--- src/rtl/dac_oc_pkg.sv ---
package dac_oc_pkg;

    // Direction of the shared mute ramp in one cycle.
    typedef enum logic [1:0] {
        RAMP_HOLD = 2'd0,
        RAMP_UP   = 2'd1,
        RAMP_DOWN = 2'd2
    } ramp_dir_e;

    // Number of audio channels handled by the stage.
    localparam int NUM_CH = 2;

endpackage

--- src/rtl/dac_oc_zero_watch.sv ---
module dac_oc_zero_watch #(
    parameter int LIMIT = 65536,
    localparam int CNT_W = $clog2(LIMIT + 1)
) (
    input  logic clk,
    input  logic rst_n,
    input  logic quiet,
    input  logic enable,
    output logic flag
);

    localparam logic [CNT_W-1:0] LIM_C = CNT_W'(LIMIT);

    typedef struct packed {
        logic [CNT_W-1:0] cnt;
        logic             flag;
    } zw_state_t;

    zw_state_t st_d, st_q;

    always_comb begin
        st_d = st_q;
        if (!quiet) begin
            st_d.cnt = '0;
        end else if (st_q.cnt != LIM_C) begin
            st_d.cnt = st_q.cnt + CNT_W'(1);
        end
        st_d.flag = enable && (st_d.cnt == LIM_C);
    end

    always_ff @(posedge clk or negedge rst_n) begin
        if (!rst_n) begin
            st_q <= '0;
        end else begin
            st_q <= st_d;
        end
    end

    assign flag = st_q.flag;

endmodule

--- src/rtl/dac_oc_mute_ramp.sv ---
module dac_oc_mute_ramp
    import dac_oc_pkg::*;
#(
    parameter int ATT_W = 8,
    localparam int LVL_W = ATT_W + 1
) (
    input  logic             clk,
    input  logic             rst_n,
    input  logic             step_en,
    input  logic             mute_req,
    output logic [LVL_W-1:0] lvl_q,
    output logic [LVL_W-1:0] lvl_d
);

    localparam logic [LVL_W-1:0] FULL_C = {1'b1, {ATT_W{1'b0}}};

    typedef struct packed {
        logic [LVL_W-1:0] lvl;
    } mr_state_t;

    mr_state_t st_d, st_q;
    ramp_dir_e dir;

    always_comb begin
        dir = RAMP_HOLD;
        if (step_en) begin
            if (mute_req && (st_q.lvl != FULL_C)) begin
                dir = RAMP_UP;
            end else if (!mute_req && (st_q.lvl != '0)) begin
                dir = RAMP_DOWN;
            end
        end
    end

    always_comb begin
        st_d = st_q;
        case (dir)
            RAMP_UP:   st_d.lvl = st_q.lvl + LVL_W'(1);
            RAMP_DOWN: st_d.lvl = st_q.lvl - LVL_W'(1);
            default:   st_d.lvl = st_q.lvl;
        endcase
    end

    always_ff @(posedge clk or negedge rst_n) begin
        if (!rst_n) begin
            st_q <= '0;
        end else begin
            st_q <= st_d;
        end
    end

    assign lvl_q = st_q.lvl;
    assign lvl_d = st_d.lvl;

endmodule

--- src/rtl/dac_oc_chan_scaler.sv ---
module dac_oc_chan_scaler #(
    parameter int SMP_W = 16,
    parameter int ATT_W = 8,
    localparam int LVL_W  = ATT_W + 1,
    localparam int SUM_W  = ATT_W + 2,
    localparam int PROD_W = SMP_W + ATT_W + 2
) (
    input  logic signed [SMP_W-1:0] smp,
    input  logic        [ATT_W-1:0] att,
    input  logic        [LVL_W-1:0] lvl,
    output logic signed [SMP_W-1:0] scaled
);

    localparam logic [LVL_W-1:0] FULL_C = {1'b1, {ATT_W{1'b0}}};
    localparam logic [SUM_W-1:0] FULL_S = {2'b01, {ATT_W{1'b0}}};

    logic        [SUM_W-1:0]  sum;
    logic        [LVL_W-1:0]  total;
    logic        [LVL_W-1:0]  gain;
    logic signed [PROD_W-1:0] smp_ext;
    logic signed [PROD_W-1:0] gain_ext;
    logic signed [PROD_W-1:0] prod;

    always_comb begin
        sum      = {2'b00, att} + {1'b0, lvl};
        total    = (sum > FULL_S) ? FULL_C : sum[LVL_W-1:0];
        gain     = FULL_C - total;
        smp_ext  = {{(ATT_W + 2){smp[SMP_W-1]}}, smp};
        gain_ext = $signed({{(SMP_W + 1){1'b0}}, gain});
        prod     = smp_ext * gain_ext;
        scaled   = SMP_W'(prod >>> ATT_W);
    end

endmodule

--- src/rtl/dac_out_ctrl.sv ---
module dac_out_ctrl
    import dac_oc_pkg::*;
#(
    parameter int SMP_W      = 16,
    parameter int ATT_W      = 8,
    parameter int ZERO_LIMIT = 65536,
    localparam int LVL_W = ATT_W + 1
) (
    input  logic                    clk,
    input  logic                    rst_n,
    input  logic                    smp_stb,
    input  logic signed [SMP_W-1:0] left_in,
    input  logic signed [SMP_W-1:0] right_in,
    input  logic                    zd_en,
    input  logic                    out_dis,
    input  logic                    mute_req,
    input  logic                    att_common,
    input  logic        [ATT_W-1:0] att_a,
    input  logic        [ATT_W-1:0] att_b,
    output logic signed [SMP_W-1:0] left_out,
    output logic signed [SMP_W-1:0] right_out,
    output logic                    amp_off
);

    // Zero watcher
    logic quiet;
    assign quiet = (left_in == '0) && (right_in == '0);

    dac_oc_zero_watch #(.LIMIT(ZERO_LIMIT)) u_zero (
        .clk    (clk),
        .rst_n  (rst_n),
        .quiet  (quiet),
        .enable (zd_en),
        .flag   (amp_off)
    );

    // Shared mute ramp, frozen while outputs are disabled
    logic             step_en;
    logic [LVL_W-1:0] mute_lvl;
    logic [LVL_W-1:0] lvl_next;
    assign step_en = smp_stb && !out_dis;

    dac_oc_mute_ramp #(.ATT_W(ATT_W)) u_ramp (
        .clk      (clk),
        .rst_n    (rst_n),
        .step_en  (step_en),
        .mute_req (mute_req),
        .lvl_q    (mute_lvl),
        .lvl_d    (lvl_next)
    );

    // Per-channel scaling
    logic signed [SMP_W-1:0] smp_in  [NUM_CH];
    logic        [ATT_W-1:0] att_sel [NUM_CH];
    logic signed [SMP_W-1:0] scaled  [NUM_CH];

    assign smp_in[0]  = left_in;
    assign smp_in[1]  = right_in;
    assign att_sel[0] = att_a;
    assign att_sel[1] = att_common ? att_a : att_b;

    for (genvar ch = 0; ch < NUM_CH; ch++) begin : g_ch
        dac_oc_chan_scaler #(.SMP_W(SMP_W), .ATT_W(ATT_W)) u_scale (
            .smp    (smp_in[ch]),
            .att    (att_sel[ch]),
            .lvl    (lvl_next),
            .scaled (scaled[ch])
        );
    end

    // Output registers
    typedef struct packed {
        logic signed [SMP_W-1:0] l;
        logic signed [SMP_W-1:0] r;
    } out_state_t;

    out_state_t out_d, out_q;

    always_comb begin
        out_d = out_q;
        if (smp_stb) begin
            if (out_dis) begin
                out_d.l = '0;
                out_d.r = '0;
            end else begin
                out_d.l = scaled[0];
                out_d.r = scaled[1];
            end
        end
    end

    always_ff @(posedge clk or negedge rst_n) begin
        if (!rst_n) begin
            out_q <= '0;
        end else begin
            out_q <= out_d;
        end
    end

    assign left_out  = out_q.l;
    assign right_out = out_q.r;

endmodule

--- config.mk ---
export PLATFORM = sky130hd
export DESIGN_NAME = dac_out_ctrl
export DESIGN_NICKNAME = d
export VERILOG_FILES = /design/src/rtl/dac_oc_pkg.sv /design/src/rtl/dac_oc_zero_watch.sv /design/src/rtl/dac_oc_mute_ramp.sv /design/src/rtl/dac_oc_chan_scaler.sv /design/src/rtl/dac_out_ctrl.sv
export SDC_FILE = /design/constraint.sdc
export NUM_CORES = 1
export LEC_CHECK = 0
export ABC_AREA = 1
export CAP_MARGIN = 20
export CORE_ASPECT_RATIO = 0.5
export CORE_MARGIN = 5
export CORE_UTILIZATION = 50
export DETAILED_ROUTE_END_ITERATION = 6
export DONT_BUFFER_PORTS = 1
export SLEW_MARGIN = 20
export SYNTH_ARGS = -nofsm -noshare
export SYNTH_HDL_FRONTEND = slang
export SYNTH_SLANG_ARGS = --single-unit
--- constraint.sdc ---
create_clock -name clk -period 11.9 [get_ports clk]
set_input_delay 2.38 -clock clk [delete_from_list [all_inputs] [get_ports clk]]
set_output_delay 2.38 -clock clk [all_outputs]
set_load 0.02 [all_outputs]
Word level (Yosys, flattened, before mapping)
Index checks and enable logic that the tools add are counted.
Cells by class
  add/subtract/negate cells: 7
  multiply operators: 2
  order comparisons: 2
  eq/ne operators: 5
  mux-type cells: 10
  reduce and logical (&&, ||, !) cells: 10
Operators with widths (count)
  $mul A16 B10 Y24: 2
  $mux W17: 2
  $logic_not A16 Y1: 2
  $mux W32: 1
  $add A8 B9 Y10: 2
  $gt A10 B9 Y1 const B: 2
  $mux W9: 2
  $pmux W9 S2: 1
  $sub A9 B9 Y9 const A: 2
  $add A17 B1 Y17 const B: 1
  $eq A17 B17 Y1 const B: 1
  $ne A17 B17 Y1 const B: 1
  $add A9 B1 Y9 const B: 1
  $ne A9 B9 Y1 const B: 1
  $reduce_bool A9 Y1: 1
  $sub A9 B1 Y9 const B: 1
  $mux W8: 1
  $mux W2: 3
  $logic_and A1 B1 Y1: 5
  $eq A2 B1 Y1 const B: 1
  $eq A2 B2 Y1 const B: 1
  $logic_not A1 Y1: 2
Storage, ports and cells
  register bits after elaboration: 59
  input port bits: 55
  output and inout port bits: 33
  word-level logic and storage cells: 41

Logic depth before layout (Yosys ltp)
  depth after elaboration: 13
  depth in mapped cells: 60
  depth with buffers taken out: 59

Hierarchy
From an unflattened synthesis, not the netlist that was laid out.
Second synthesis, totals
  cells, all modules: 2042
  area total of the unflattened synthesis: 15104.5 um^2
By module, submodules not included
  dac_oc_chan_scaler (g_ch[0].u_scale): times used 1, cells each 792, area each 5913.2 um^2, seq. area each 0.0 um^2
  dac_oc_chan_scaler (g_ch[1].u_scale): times used 1, cells each 785, area each 5815.6 um^2, seq. area each 0.0 um^2
  dac_out_ctrl: times used 1, cells each 177, area each 1436.4 um^2, seq. area each 800.8 um^2
  dac_oc_zero_watch: times used 1, cells each 171, area each 1148.6 um^2, seq. area each 450.4 um^2
  dac_oc_mute_ramp: times used 1, cells each 117, area each 790.8 um^2, seq. area each 225.2 um^2

Least setup slack after synthesis
OpenSTA, ideal clock, no wires.
  path kind: input to register
  start: input smp_stb
  end: register out_q, in the netlist right_out[15]
  library setup time: 0.117 ns
  data arrival time: 11.295 ns
  required time: 11.783 ns
  path slack: 0.487 ns
  stages: 52
  buffers on the path: 3
  cell sequence: inv_1 > nor2_1 > buf_2 > o211ai_1 > ha_1 > fa_1 > inv_1 > o21ai_0 > inv_1 > fa_1 > nand3b_1 > and2_1 > inv_1 > nand3_1 > nand2_1 > nand2_1 > nand3_1 > nand2_1 > (+16 left out) > inv_1 > fa_1 > inv_1 > fa_1 > inv_1 > fa_1 > inv_1 > ha_1 > a21oi_1 > o21ai_0 > a21oi_1 > o21ai_2 > nand2_1 > nand2_1 > a21oi_1 > nand3_1 > nand3_1 > nand2_1
On the way
  cells in the longest elaborated chain, start to end: 10
  elaborated cells on any way between the ends: 11
  those cells by class: 2 x add/sub; 1 x mul; 1 x order compare; 2 x eq/ne; 4 x mux; 1 x reduce/logical
Ends and longest elaborated chain
  from (decl): line dac_out_ctrl.sv:11  | input logic smp_stb,
  $logic_and A1 B1 Y1 (*): line dac_out_ctrl.sv:41  | assign step_en = smp_stb && !out_dis;
  $mux W2 (*): line dac_oc_mute_ramp.sv:26  | if (step_en) begin
  $eq A2 B2 Y1 / $eq A2 B1 Y1 (equally long branches): line dac_oc_mute_ramp.sv:37  | case (dir)
  $pmux W9 S2 (*): line dac_oc_mute_ramp.sv:37
  net g_ch[0].u_scale.lvl[1]: line dac_oc_chan_scaler.sv:10  | input logic [LVL_W-1:0] lvl,
  $add A8 B9 Y10 (*): line dac_oc_chan_scaler.sv:25  | sum = {2'b00, att} + {1'b0, lvl};
  $gt A10 B9 Y1: line dac_oc_chan_scaler.sv:26  | total = (sum > FULL_S) ? FULL_C : sum[LVL_W-1:0];
  $mux W9 (*): line dac_oc_chan_scaler.sv:26
  $sub A9 B9 Y9 (*): line dac_oc_chan_scaler.sv:27  | gain = FULL_C - total;
  $mul A16 B10 Y24 (*): line dac_oc_chan_scaler.sv:30  | prod = smp_ext * gain_ext;
  $mux W32 (*): line dac_out_ctrl.sv:82  | if (out_dis) begin
  to (signal assigned): line dac_out_ctrl.sv:96  | out_q <= out_d;
  to (decl): line dac_out_ctrl.sv:77  | out_state_t out_d, out_q;
The timed path passes the listed nets; every way through them passes the cells marked *.
A chain may end at the register's enable or synchronous reset.

Final worst setup path
  start: input smp_stb
  end: register out_q, in the netlist left_out[14]
The elaborated chain is that of the path after synthesis.

==> qor.yml <==
outcome:
  outcome: "finished clean"
sta:
  worst_slack_ps: 783
  final_min_period_over_clock_period_pct: 93.4
  finalCriticalPeriod_ps: 11120
  maxSlewViolCount: 0
  fin_skew_ps: 11.5
  worst_pin_slew_ps: 659
  fmax_ghz: 0.0900
  timing.slew.headroom_pct: 56.0
  fin_tns_setup_ps: 0
  setup_viol: 0
  hold_viol: 0
worst_setup_path:
  rrSetupSlack_ps: 1940
  path_common_cell: "inv_1"
  start_kind: "input pin"
  critPathKind: "in -> reg"
  arrival_ps: 11370
  cp.required_ps: 12150
  cpMaxStageDelayCell: "fa_1"
  r2r_cells: 41
  r2r_start: "u_ramp.lvl_q[4]"
  critPathMaxFanout: 16
  endpoint_kind: "register"
  reg2reg_to: "left_out[14]"
  max_stage_delay_ps: 520
floorplanning:
  ios: 88
  start_util_pct: 50.2
  die_x_um: 250
  std_cell_rows: 44
  core_area_sq_um: 28700
  fp.dieH_um: 130
  dieArea_sq_um: 32600
global_routing:
  overflow: 0
  grt_max_degree: 60
  antenna_found_initial: 1
  first_global_vias: 11500
  grt_pass1_wl_mm: 60.7
  grtUsageTotal_pct: 23.5
yosys:
  synth_top_flop_cell: "dfrtp_1"
  synth-edff-count: 0
  async_flop_share_pct: 100
  synth_top_area_share_pct: 32.0
  syn-num-nets: 2338
  seq_area_frac_synth_pct: 10.2
  yosysWarningCount: 0
  synth_area_leaders: "fa_1, ha_1, inv_1"
  synth-seq-cells: 59
  postSynthAreaPerCell_sq_um: 7.49
  ys_types: 63
  synthesis.area_sq_um: 14400
  yosysMostFrequentCell: "inv_1"
  syn_inst: 1926
  synth_area_leader_cell: "fa_1"
  synth_common_cells: "inv_1, nand2_1, nor2_1"
clock_network:
  cts_root_buffer: "clkbuf_16"
  h-tree-depth: 3
  cts_hold_buf: 0
  cts_buffers: 9
  max-clock-path-buffers: 2
  cts_tree: "done"
  clkSinkCount: 59
  clk-insertion-delay-late_ps: 370
  clkTransAtPathRegs_ps: 70
min_path:
  holdPathStages: 1
  min-delay-start: "u_zero.st_q[17]"
  worstHoldEndpoint: "u_zero.st_q[17]"
  hold_class: "reg -> reg"
detailed_routing:
  drtIter0Drc: 790
  vias: 12200
  routed_wl_mm: 37.3
  ant_nets: 0
  via_per_inst: 5.26
  firstDrtPassIters: 5
  wl_per_cell_um: 16.1
  drc: 0
cells_and_area:
  fin_area_sq_um: 15200
  drive_above_1_share_pct: 5.52
  fillerInstances: 2872
  fin_nets: 2328
  syn_to_final_growth_pct: 5.31
placement:
  place_congestion: 0.889
  hpwl_mm: 31.7
  pre_cts_ws_ps: 244
  place_area_sq_um: 14900
  io_buffers: 0
run:
  max_cap_viol_count: 0
[repair_timing]
action | in CTS | in global routing
setup endpoints to repair | 0 | 8
resized for setup | 0 | 7
setup buffers | 0 | 3
hold endpoints to repair | 0 | 0
[critical path, delay by kind of cell]
kind | cells | cell delay, ps
XOR/XNOR | 2 | 460
AO/OA/AOI/OAI | 7 | 1730
AND/OR/NAND/NOR | 16 | 1960
adder cells (fa/ha/maj) | 10 | 3960
buffers and inverters | 7 | 840
[state kept, by name (all words and copies together) (netlist names)]
name	cells
u_zero.st_q	17
u_ramp.lvl_q	9
left_out	16
right_out	16
u_zero.flag	1
[final cells by class]
cell class                      count  area, sq um  area share, %
Clock inverter                      7         75.1          0.494
Sequential cell                    59         1480           9.71
Timing Repair Buffer               14          105          0.691
Clock buffer                        9          225           1.48
Inverter                          427         1620           10.6
Antenna cell                        1         2.50         0.0165
Multi-Input combinational cell   1405        11200           73.8
Tap cell                          391          489           3.22
[per-layer routing]
layer	track usage [%]	vias to the layer above	routed length, um
met5	0	-	0
met2	38.3	264	17600
li1	-	5881	-
met3	3.51	43	1730
met4	6.51	0	825
met1	33.1	5976	17200
[metrics by stage]
step | hold WS (ps) | std cells | util (%)
2_1_floorplan | 443 | 1926 | -
3_3_place_gp | 477 | 2293 | 51.7
3_5_place_dp | 479 | 2293 | 51.7
4_1_cts | 489 | 2309 | 52.7
5_1_grt | 530 | 2313 | 52.9
6_report | 481 | 2313 | 52.9
[cells by family after synthesis]
group                    share of synthesized area, %
AO/OA/AOI/OAI                                    8.22
XOR/XNOR                                         2.14
adder cells (fa/ha/maj)                          43.0
buffers and inverters                            12.2
flip-flops                                       10.2
multiplexers                                    0.390
AND/OR/NAND/NOR                                  23.9
[worst max-delay path by stage]
| stage | startpoint | end | cells past startpoint |
|---|---|---|---|
| 2_1_floorplan | smp_stb | right_out[15] | 52 |
| 3_5_place_dp | smp_stb | right_out[15] | 53 |
| 3_3_place_gp | smp_stb | right_out[9] | 52 |
| 6_report | smp_stb | left_out[14] | 42 |
| 5_1_grt | smp_stb | right_out[15] | 50 |
| 4_1_cts | smp_stb | right_out[15] | 53 |
[placed cells by master, fill, tap and decap left out, types with 5 or more instances in the layout]
master	instances
nor2_1	235
nand3_2	12
o211ai_1	6
ha_1	126
a31oi_1	9
inv_2	9
nor3_1	24
nand4_1	13
xor2_1	15
dfrtp_1	59
inv_1	414
clkinvlp_4	5
clkbuf_16	9
nand3_1	57
o21ai_0	58
nand2_1	412
nand2_4	5
nand2_2	13
buf_4	14
fa_1	231
nor4_1	15
mux2_2	5
o21ai_1	15
a21oi_1	79
xnor2_1	14
Power is left out: the tool's default activity adds up to more than one toggle a clock period on the data nets, which glitch-free logic cannot reach.
